<file path="src/rtl/txdesc_pkg.sv">
package txdesc_pkg;
  localparam int unsigned WORD_W   = 32;
  localparam int unsigned STAT_W   = 18;
  localparam int unsigned TS_W     = 2 * WORD_W;
  localparam int unsigned OWN_BIT  = 31;
  localparam int unsigned SNAP_BIT = 25;

  typedef enum logic [1:0] {
    ST_IDLE,
    ST_TS_LO,
    ST_TS_HI,
    ST_CTRL
  } wb_state_e;

  // Ownership cleared, control field restored, status refreshed
  function automatic logic [WORD_W-1:0] close_word0(input logic [WORD_W-1:0] ctrl,
                                                     input logic [STAT_W-1:0] stat);
    return {1'b0, ctrl[OWN_BIT-1:STAT_W], stat};
  endfunction
endpackage

</file>
<file path="src/rtl/txdesc_seq.sv">
module txdesc_seq
  import txdesc_pkg::*;
(
  input  logic      clk_i,
  input  logic      rst_ni,
  input  logic      start_i,
  input  logic      wide_i,
  input  logic      snap_i,
  input  logic      acc_i,
  output wb_state_e state_o,
  output logic [2:0] word_idx_o,
  output logic      done_o
);
  wb_state_e state_q, state_d;
  logic      done_q;

  always_comb begin
    state_d = state_q;
    unique case (state_q)
      ST_IDLE:  if (start_i) state_d = (wide_i && snap_i) ? ST_TS_LO : ST_CTRL;
      ST_TS_LO: if (acc_i) state_d = ST_TS_HI;
      ST_TS_HI: if (acc_i) state_d = ST_CTRL;
      ST_CTRL:  if (acc_i) state_d = ST_IDLE;
      default:  state_d = ST_IDLE;
    endcase
  end

  always_ff @(posedge clk_i or negedge rst_ni) begin
    if (!rst_ni) begin
      state_q <= ST_IDLE;
      done_q  <= 1'b0;
    end else begin
      state_q <= state_d;
      done_q  <= (state_q == ST_CTRL) && acc_i;
    end
  end

  always_comb begin
    unique case (state_q)
      ST_TS_LO: word_idx_o = 3'd6;
      ST_TS_HI: word_idx_o = 3'd7;
      default:  word_idx_o = 3'd0;
    endcase
  end

  assign state_o = state_q;
  assign done_o  = done_q;

  a_r8_done_after_last: assert property (@(posedge clk_i) disable iff (!rst_ni)
    (state_q == ST_CTRL && acc_i) |=> done_o && state_q == ST_IDLE);
  a_r3_ts_then_ctrl: assert property (@(posedge clk_i) disable iff (!rst_ni)
    (state_q == ST_TS_HI && acc_i) |=> state_q == ST_CTRL);
endmodule

</file>
<file path="src/rtl/txdesc_addr.sv">
module txdesc_addr #(
  parameter int unsigned AW          = 32,
  parameter int unsigned WORDS_SMALL = 4,
  parameter int unsigned WORDS_BIG   = 8
) (
  input  logic [AW-1:0] base_i,
  input  logic          wide_i,
  input  logic [2:0]    idx_i,
  output logic [AW-1:0] word_addr_o,
  output logic [AW-1:0] next_addr_o
);
  localparam int unsigned SMALL_BYTES = WORDS_SMALL * 4;
  localparam int unsigned BIG_BYTES   = WORDS_BIG * 4;

  assign word_addr_o = base_i + (AW'(idx_i) << 2);
  assign next_addr_o = base_i + (wide_i ? AW'(BIG_BYTES) : AW'(SMALL_BYTES));
endmodule

</file>
<file path="src/rtl/txdesc_wb.sv">
module txdesc_wb
  import txdesc_pkg::*;
#(
  parameter int unsigned AW = 32
) (
  input  logic              clk_i,
  input  logic              rst_ni,
  input  logic              close_i,
  input  logic [AW-1:0]     desc_base_i,
  input  logic              wide_desc_i,
  input  logic [WORD_W-1:0] ctrl_word_i,
  input  logic [STAT_W-1:0] frame_status_i,
  input  logic [TS_W-1:0]   tstamp_i,
  output logic              wr_valid_o,
  input  logic              wr_ready_i,
  output logic [AW-1:0]     wr_addr_o,
  output logic [WORD_W-1:0] wr_data_o,
  output logic              done_o,
  output logic [AW-1:0]     next_desc_o
);
  localparam int unsigned SMALL_SPAN = 16;

  wb_state_e         state;
  logic [2:0]        word_idx;
  logic              start, acc;
  logic [AW-1:0]     base_q;
  logic              wide_q;
  logic [WORD_W-1:0] ctrl_q;
  logic [STAT_W-1:0] stat_q;
  logic [TS_W-1:0]   ts_q;

  assign start = close_i && (state == ST_IDLE);
  assign acc   = wr_valid_o && wr_ready_i;

  always_ff @(posedge clk_i or negedge rst_ni) begin
    if (!rst_ni) begin
      base_q <= '0;
      wide_q <= 1'b0;
      ctrl_q <= '0;
      stat_q <= '0;
      ts_q   <= '0;
    end else if (start) begin
      base_q <= desc_base_i;
      wide_q <= wide_desc_i;
      ctrl_q <= ctrl_word_i;
      stat_q <= frame_status_i;
      ts_q   <= tstamp_i;
    end
  end

  txdesc_seq u_seq (
    .clk_i      (clk_i),
    .rst_ni     (rst_ni),
    .start_i    (start),
    .wide_i     (wide_desc_i),
    .snap_i     (ctrl_word_i[SNAP_BIT]),
    .acc_i      (acc),
    .state_o    (state),
    .word_idx_o (word_idx),
    .done_o     (done_o)
  );

  txdesc_addr #(.AW(AW)) u_addr (
    .base_i      (base_q),
    .wide_i      (wide_q),
    .idx_i       (word_idx),
    .word_addr_o (wr_addr_o),
    .next_addr_o (next_desc_o)
  );

  assign wr_valid_o = (state != ST_IDLE);

  always_comb begin
    unique case (state)
      ST_TS_LO: wr_data_o = ts_q[WORD_W-1:0];
      ST_TS_HI: wr_data_o = ts_q[TS_W-1:WORD_W];
      default:  wr_data_o = close_word0(ctrl_q, stat_q);
    endcase
  end

  a_r7_hold_pending: assert property (@(posedge clk_i) disable iff (!rst_ni)
    (wr_valid_o && !wr_ready_i) |=> wr_valid_o && $stable(wr_addr_o) && $stable(wr_data_o));
  a_r5_narrow_no_ext: assert property (@(posedge clk_i) disable iff (!rst_ni)
    (wr_valid_o && !wide_q) |-> (wr_addr_o - base_q) < AW'(SMALL_SPAN));
  a_r9_busy_ignored: assert property (@(posedge clk_i) disable iff (!rst_ni)
    (close_i && wr_valid_o) |=> $stable(base_q) && $stable(ts_q) && $stable(ctrl_q));
  a_r8_done_idle: assert property (@(posedge clk_i) disable iff (!rst_ni)
    done_o |-> !wr_valid_o);
endmodule

</file>
<file path="config.mk">
export PLATFORM = sky130hd
export DESIGN_NAME = txdesc_wb
export DESIGN_NICKNAME = d
export VERILOG_FILES = /design/src/rtl/txdesc_pkg.sv /design/src/rtl/txdesc_seq.sv /design/src/rtl/txdesc_addr.sv /design/src/rtl/txdesc_wb.sv
export SDC_FILE = /design/constraint.sdc
export NUM_CORES = 1
export LEC_CHECK = 0
export ABC_AREA = 1
export BUFFER_PORTS_ARGS = -buffer_cell sky130_fd_sc_hd__buf_2
export CAP_MARGIN = 20
export CELL_PAD_IN_SITES_DETAIL_PLACEMENT = 0
export CELL_PAD_IN_SITES_GLOBAL_PLACEMENT = 2
export CORE_ASPECT_RATIO = 1.4
export CORE_MARGIN = 2
export CORE_UTILIZATION = 29
export CTS_CLUSTER_DIAMETER = 200
export DETAILED_ROUTE_END_ITERATION = 7
export PLACE_DENSITY_LB_ADDON = 0.1
export SLEW_MARGIN = 20
export SYNTH_ARGS = -nofsm -noshare
export SYNTH_HDL_FRONTEND = slang
export SYNTH_HIERARCHICAL = 1
export SYNTH_SLANG_ARGS = --single-unit
export TNS_END_PERCENT = 100
</file>
<file path="constraint.sdc">
create_clock -name clk_i -period 3.7 [get_ports clk_i]
set_clock_uncertainty 0.2 [all_clocks]
set_input_delay 0 -clock clk_i [delete_from_list [all_inputs] [get_ports clk_i]]
set_output_delay 0 -clock clk_i [all_outputs]
set_load 0.01 [all_outputs]
</file>
# Word level (Yosys, flattened, before mapping)
# Cells that the tools add are included.
dict set report classes {
  n_addsub 2
  eq_ne 7
  muxes 9
  reduce_logical 7
}
# operator count
set ops {}
lappend ops {{$pmux 32 s2} 1}
lappend ops {{$add 32x5->32} 1}
lappend ops {{$add 32x6->32} 1}
lappend ops {{$mux 2} 5}
lappend ops {{$pmux 2 s4} 1}
lappend ops {{$mux 6} 1}
lappend ops {{$ne 2x1->1 const B} 3}
lappend ops {{$pmux 3 s2} 1}
lappend ops {{$eq 2x2->1 const B} 2}
lappend ops {{$logic_and 1x1->1} 4}
lappend ops {{$reduce_and 4->1} 1}
lappend ops {{$eq 2x1->1 const B} 1}
lappend ops {{$logic_not 2->1} 1}
lappend ops {{$ne 2x2->1 const B} 1}
lappend ops {{$reduce_bool 2->1} 1}
dict set report totals {
  register_bits 149
  inputBits 151
  output_inout_bits 98
  word_cells 32
}

# Depth between registers and ports, before layout
dict set report logic_depth {
  word_depth 4
  mapped_depth 13
}

# Hierarchy
# The synthesis kept the hierarchy.
# mod n_inst cells_per_inst area_each_um2 seq_area_each_um2
set modules_own_cells {}
lappend modules_own_cells {txdesc_wb 1 752 5677.9 3203.1}
lappend modules_own_cells {txdesc_addr 1 301 1544.0 0.0}
lappend modules_own_cells {txdesc_seq 1 33 241.5 75.1}

# Least setup slack after synthesis
# Ideal clock, no wire load.
dict set report synth_path {
  kind {register to output}
  startpoint {reg u_seq.state_q[0] (netlist: u_seq/state_o[0])}
  endpoint {out wr_addr_o[18]}
  t_arrival_ps 2095
  required_time_ps 3500
  setup_slack_ps 1405
  path_stages_with_launch 11
  path_cell_list {dfrtp_1 inv_1 ha_1 inv_1 fa_1 inv_1 nand3_1 nand2_2 nand2_1 nor2_1 xor2_1}
}
dict set report synth_via {
  elab_chain_cells 3
  word_cells_on_any_way 4
  classes_between {add/sub (1); eq/ne (2); mux (1)}
}
# element line
set synth_rtl {}
lappend synth_rtl {{from (decl)} txdesc_seq.sv:14} ;# wb_state_e state_q, state_d;
lappend synth_rtl {{from (signal assigned)} txdesc_seq.sv:33} ;# state_q <= state_d;
lappend synth_rtl {{$eq 2x2->1 / $eq 2x1->1 (equally long branches)} txdesc_seq.sv:39} ;# unique case (state_q)
lappend synth_rtl {{$pmux 3 s2 *} txdesc_seq.sv:39}
lappend synth_rtl {{named net word_idx[1]} txdesc_wb.sv:24} ;# logic [2:0] word_idx;
lappend synth_rtl {{$add 32x5->32 *} txdesc_addr.sv:15} ;# assign word_addr_o = base_i + (AW'(idx_i) << 2);
lappend synth_rtl {{to (decl)} txdesc_wb.sv:16} ;# output logic [AW-1:0] wr_addr_o,
# Mark *: on every way through the listed nets, which the timed path passes. The rest lies on a longest branch.

# Worst setup path in the final report
# Same ends and word-level chain as after synthesis.

==> impl_summary.txt <==
----------------------------------------------------
[Status]
  Run status ... finished, final reports clean

[Clock network]
  Sink count of the clock tree ... 131
  Number of levels the H-tree was split into ... 4
  Clock insertion delay at the later pin of the skew report ... 420 ps
  Root Driver ... clkbuf_16
  Clock-pin slew on the worst setup and hold paths ... 60 ps
  Number of instances resized during post-cts repair ... 0
  CTS tree ... built
  CTS buffer count ... 17
  Clock Path Buffers ... 2

[Logic synthesis]
  Net Count, Synth ... 1252
  Synthesized instance count ... 1086
  Post-synth EDFFs ... 0
  Main synth FF type ... dfrtp_1
  Mapped Area ... 7460 sq um
  Flip-flop and latch count after synthesis ... 131
  Post-Syn Area per Cell ... 6.87 sq um
  Register area share after synthesis ... 0.439
  Cell variety after synth ... 26
  Yosys warning count ... 6
  Fraction of registers with async set or reset after synthesis ... 1.00

[Setup path]
  Highest net fanout along the worst path ... 7
  Kind of critical path ... reg2out
  Delay of the slowest cell on the worst path ... 460 ps
  Cell family contributing the most delay on the critical path ... adder cells
  Library cell appearing most often on the critical path ... inv_1
  CP Depth ... 11
  Type of element capturing the critical path ... output port
  Kind of start point of the critical path ... flop
  Number of buffers and inverters on the critical path ... 4
  FF-to-FF path depth ... 7
  Data required time at the worst endpoint ... 3500 ps
  Cell type of the slowest stage on the worst timing path ... dfrtp_1
  Cell chain of the critical path ... inv_1, ha_1, inv_1, fa_1, inv_1, nand3_1, nand2_2, nand2_1, nor2_1, xor2_1, buf_2
  Worst path arrival time ... 2990 ps

[Cells and area]
  Layout Cells excl Fill ... 1779
  Commonest cells after routing, fill and taps aside ... nand2_1, buf_2, dlygate4sd3_1
  End-of-flow core utilization ... 0.432
  Ratio of cells with drive above 1 in the final layout ... 0.202
  Net count, final ... 1613
  Most common library cell in the layout ignoring fill and taps ... nand2_1
  Area added between synthesis and finish ... 46.8%
  Number of antenna diodes ... 0
  # fillers ... 2746

[Drt]
  Number of vias per cell ... 4.30
  Overall routed net length ... 25.4 mm
  Number of design-rule violations left by the first detailed-router iteration ... 297
  Overall via count from detail_route ... 7657
  Post-detailed-route count of antenna-violating nets ... 0
  Average wire per standard cell ... 14.3 um
  Drt drc ... 0
  Iteration count of the initial detailed-routing pass ... 5

[STA]
  Transition at the pin with the smallest max-transition slack ... 798 ps
  Final-layout setup total negative slack ... 0 ps
  Time the worst path needs with I/O delays and setup ... 3190 ps
  Max-slew headroom at the worst pin ... 0.468
  Setup repair after global routing missed its margin ... no
  Max-slew violation count ... 0
  Fmax ... 314 MHz
  Final hold violation count ... 0
  Fraction of the cycle the final worst path needs ... 0.861
  Final setup viols ... 0

[Pwr]
  Leakage power figure ... 0.00608 uW
  Relative contribution of combinational cells to total power ... 0.489
  Sequential fraction of design power ... 0.304
  Fraction of power spent switching nets ... 0.443
  Internal power consumption ... 4870 uW
  Clock network fraction of design power ... 0.207
  Net switching power figure ... 3880 uW
  Peak ir drop on the vdd network ... 463 uV
  Areal power density over the cells ... 798 nW/um^2

[Placement]
  Sum of net half-perimeters after detailed placement ... 16.9 mm
  IO buf count ... 229
  Placer Congestion ... 0.806
  Number of instances in the placed design ... 1595

[GRT]
  Global-route wire length before repair ... 41.4 mm
  Overall routing resource usage ... 0.193
  Total global routing overflow ... 0
  Largest net degree at the start of global routing ... 129
  Via count of the first global-routing pass ... 7813
  Number of antenna violations at the first check in global routing ... 0

[Job]
  Count of max-cap constraint violations ... 0

[Floorplan]
  IO Count ... 249
  Area of the core ... 25400 sq um
  Initial core utilization ... 0.294
  Die Y ... 194 um
  Chip Width ... 140 um
  Die ar. ... 27100 sq um
  Placement Rows ... 69

[Worst hold path]
  Class of the tightest hold or removal check ... in2async

----------------------------------------------------
==> Yosys cell counts, types with 4 or more instances <==
master	instances	area share
buf_2	9	0.0060
nand2_2	5	0.0042
nand3_1	29	0.019
clkbuf_1	6	0.0030
inv_1	53	0.027
nor2_2	9	0.0075
nor2_1	38	0.019
dfrtp_1	131	0.44
ha_1	13	0.022
nor2_4	6	0.0091
nand2_1	706	0.36
xnor2_1	9	0.011
buf_4	32	0.032
xor2_1	21	0.025
inv_2	4	0.0020
==> power by group through the flow <==
stage / clock [uW] / sequential [uW] / combinational, uW
2_1_floorplan: 0 / 2510 / 2790
3_3_place_gp: 0 / 2670 / 4190
3_5_place_dp: 0 / 2680 / 4210
4_1_cts: 1870 / 2670 / 4390
5_1_grt: 1940 / 2770 / 4900
6_report: 1810 / 2660 / 4280
==> metrics by stage <==
stage / power, uW / cell area [sq um] / hold WS, ps / worst slack (ps)
after global routing: 9610 / 11000 / 44.1 / 220
final: 8750 / 11000 / 2.21 / 515
after floorplan: 5300 / 7460 / -496 / 1400
after detailed placement: 6890 / 8810 / -67.6 / 858
after global placement: 6860 / 8810 / -71.7 / 900
after CTS: 8930 / 11000 / 39.1 / 387
==> flip-flops by register name, indices dropped and copies added (netlist names) <==
register and flops:
wide_q 1, u_seq/state_o 2, ts_q 64, ctrl_q 13, stat_q 18, u_seq/done_o 1
base_q 32
==> per-layer routing <==
| layer | vias up | routed length [um] | track usage |
|---|---|---|---|
| met5 | - | 0 | 0 |
| met3 | 22 | 1140 | 0.0420 |
| met1 | 3511 | 10700 | 0.229 |
| met4 | 0 | 357 | 0.0570 |
| met2 | 167 | 13300 | 0.350 |
| li1 | 3957 | - | - |
==> worst paths after layout <==
kind	slack [ps]	endpoint	from
worst max-delay path	510	wr_addr_o[18]	u_seq/state_o[0]$_DFFE_PN0P_
worst min-delay path	2	ts_q[23]$_DFFE_PN0P_	rst_ni
worst max register to register	1510	base_q[7]$_DFFE_PN0P_	u_seq/state_o[1]$_DFFE_PN0P_
worst min register to register	280	ts_q[14]$_DFFE_PN0P_	ts_q[14]$_DFFE_PN0P_
max in group asynchronous	2470	ts_q[42]$_DFFE_PN0P_	rst_ni
min in group clk_i	20	base_q[4]$_DFFE_PN0P_	close_i
==> repair_timing <==
item,CTS,global route
endpoints found under the hold margin,208,0
buffers inserted,0,0
hold buffers,152,0
==> layout make-up <==
cell class,count,area (sq um),area share
Multi-Input combinational cell,851,3670,0.335
Sequential cell,131,3280,0.299
Inverter,57,216,0.0198
Timing Repair Buffer,389,2770,0.253
Clock buffer,22,464,0.0424
Tap cell,319,399,0.0364
Clock inverter,10,155,0.0142
==> cell families (layout without fill, tap and decap cells) <==
| group | count (synthesis) | after routing | synth area share |
|---|---|---|---|
| AO/OA/AOI/OAI | 6 | 6 | 0.00704 |
| XOR/XNOR | 30 | 30 | 0.0352 |
| adder cells (fa/ha/maj) | 15 | 15 | 0.0272 |
| buffers and inverters | 104 | 478 | 0.0699 |
| flip-flops | 131 | 131 | 0.439 |
| AND/OR/NAND/NOR | 800 | 800 | 0.421 |
Note: power is estimated with default switching activity, not from simulation.
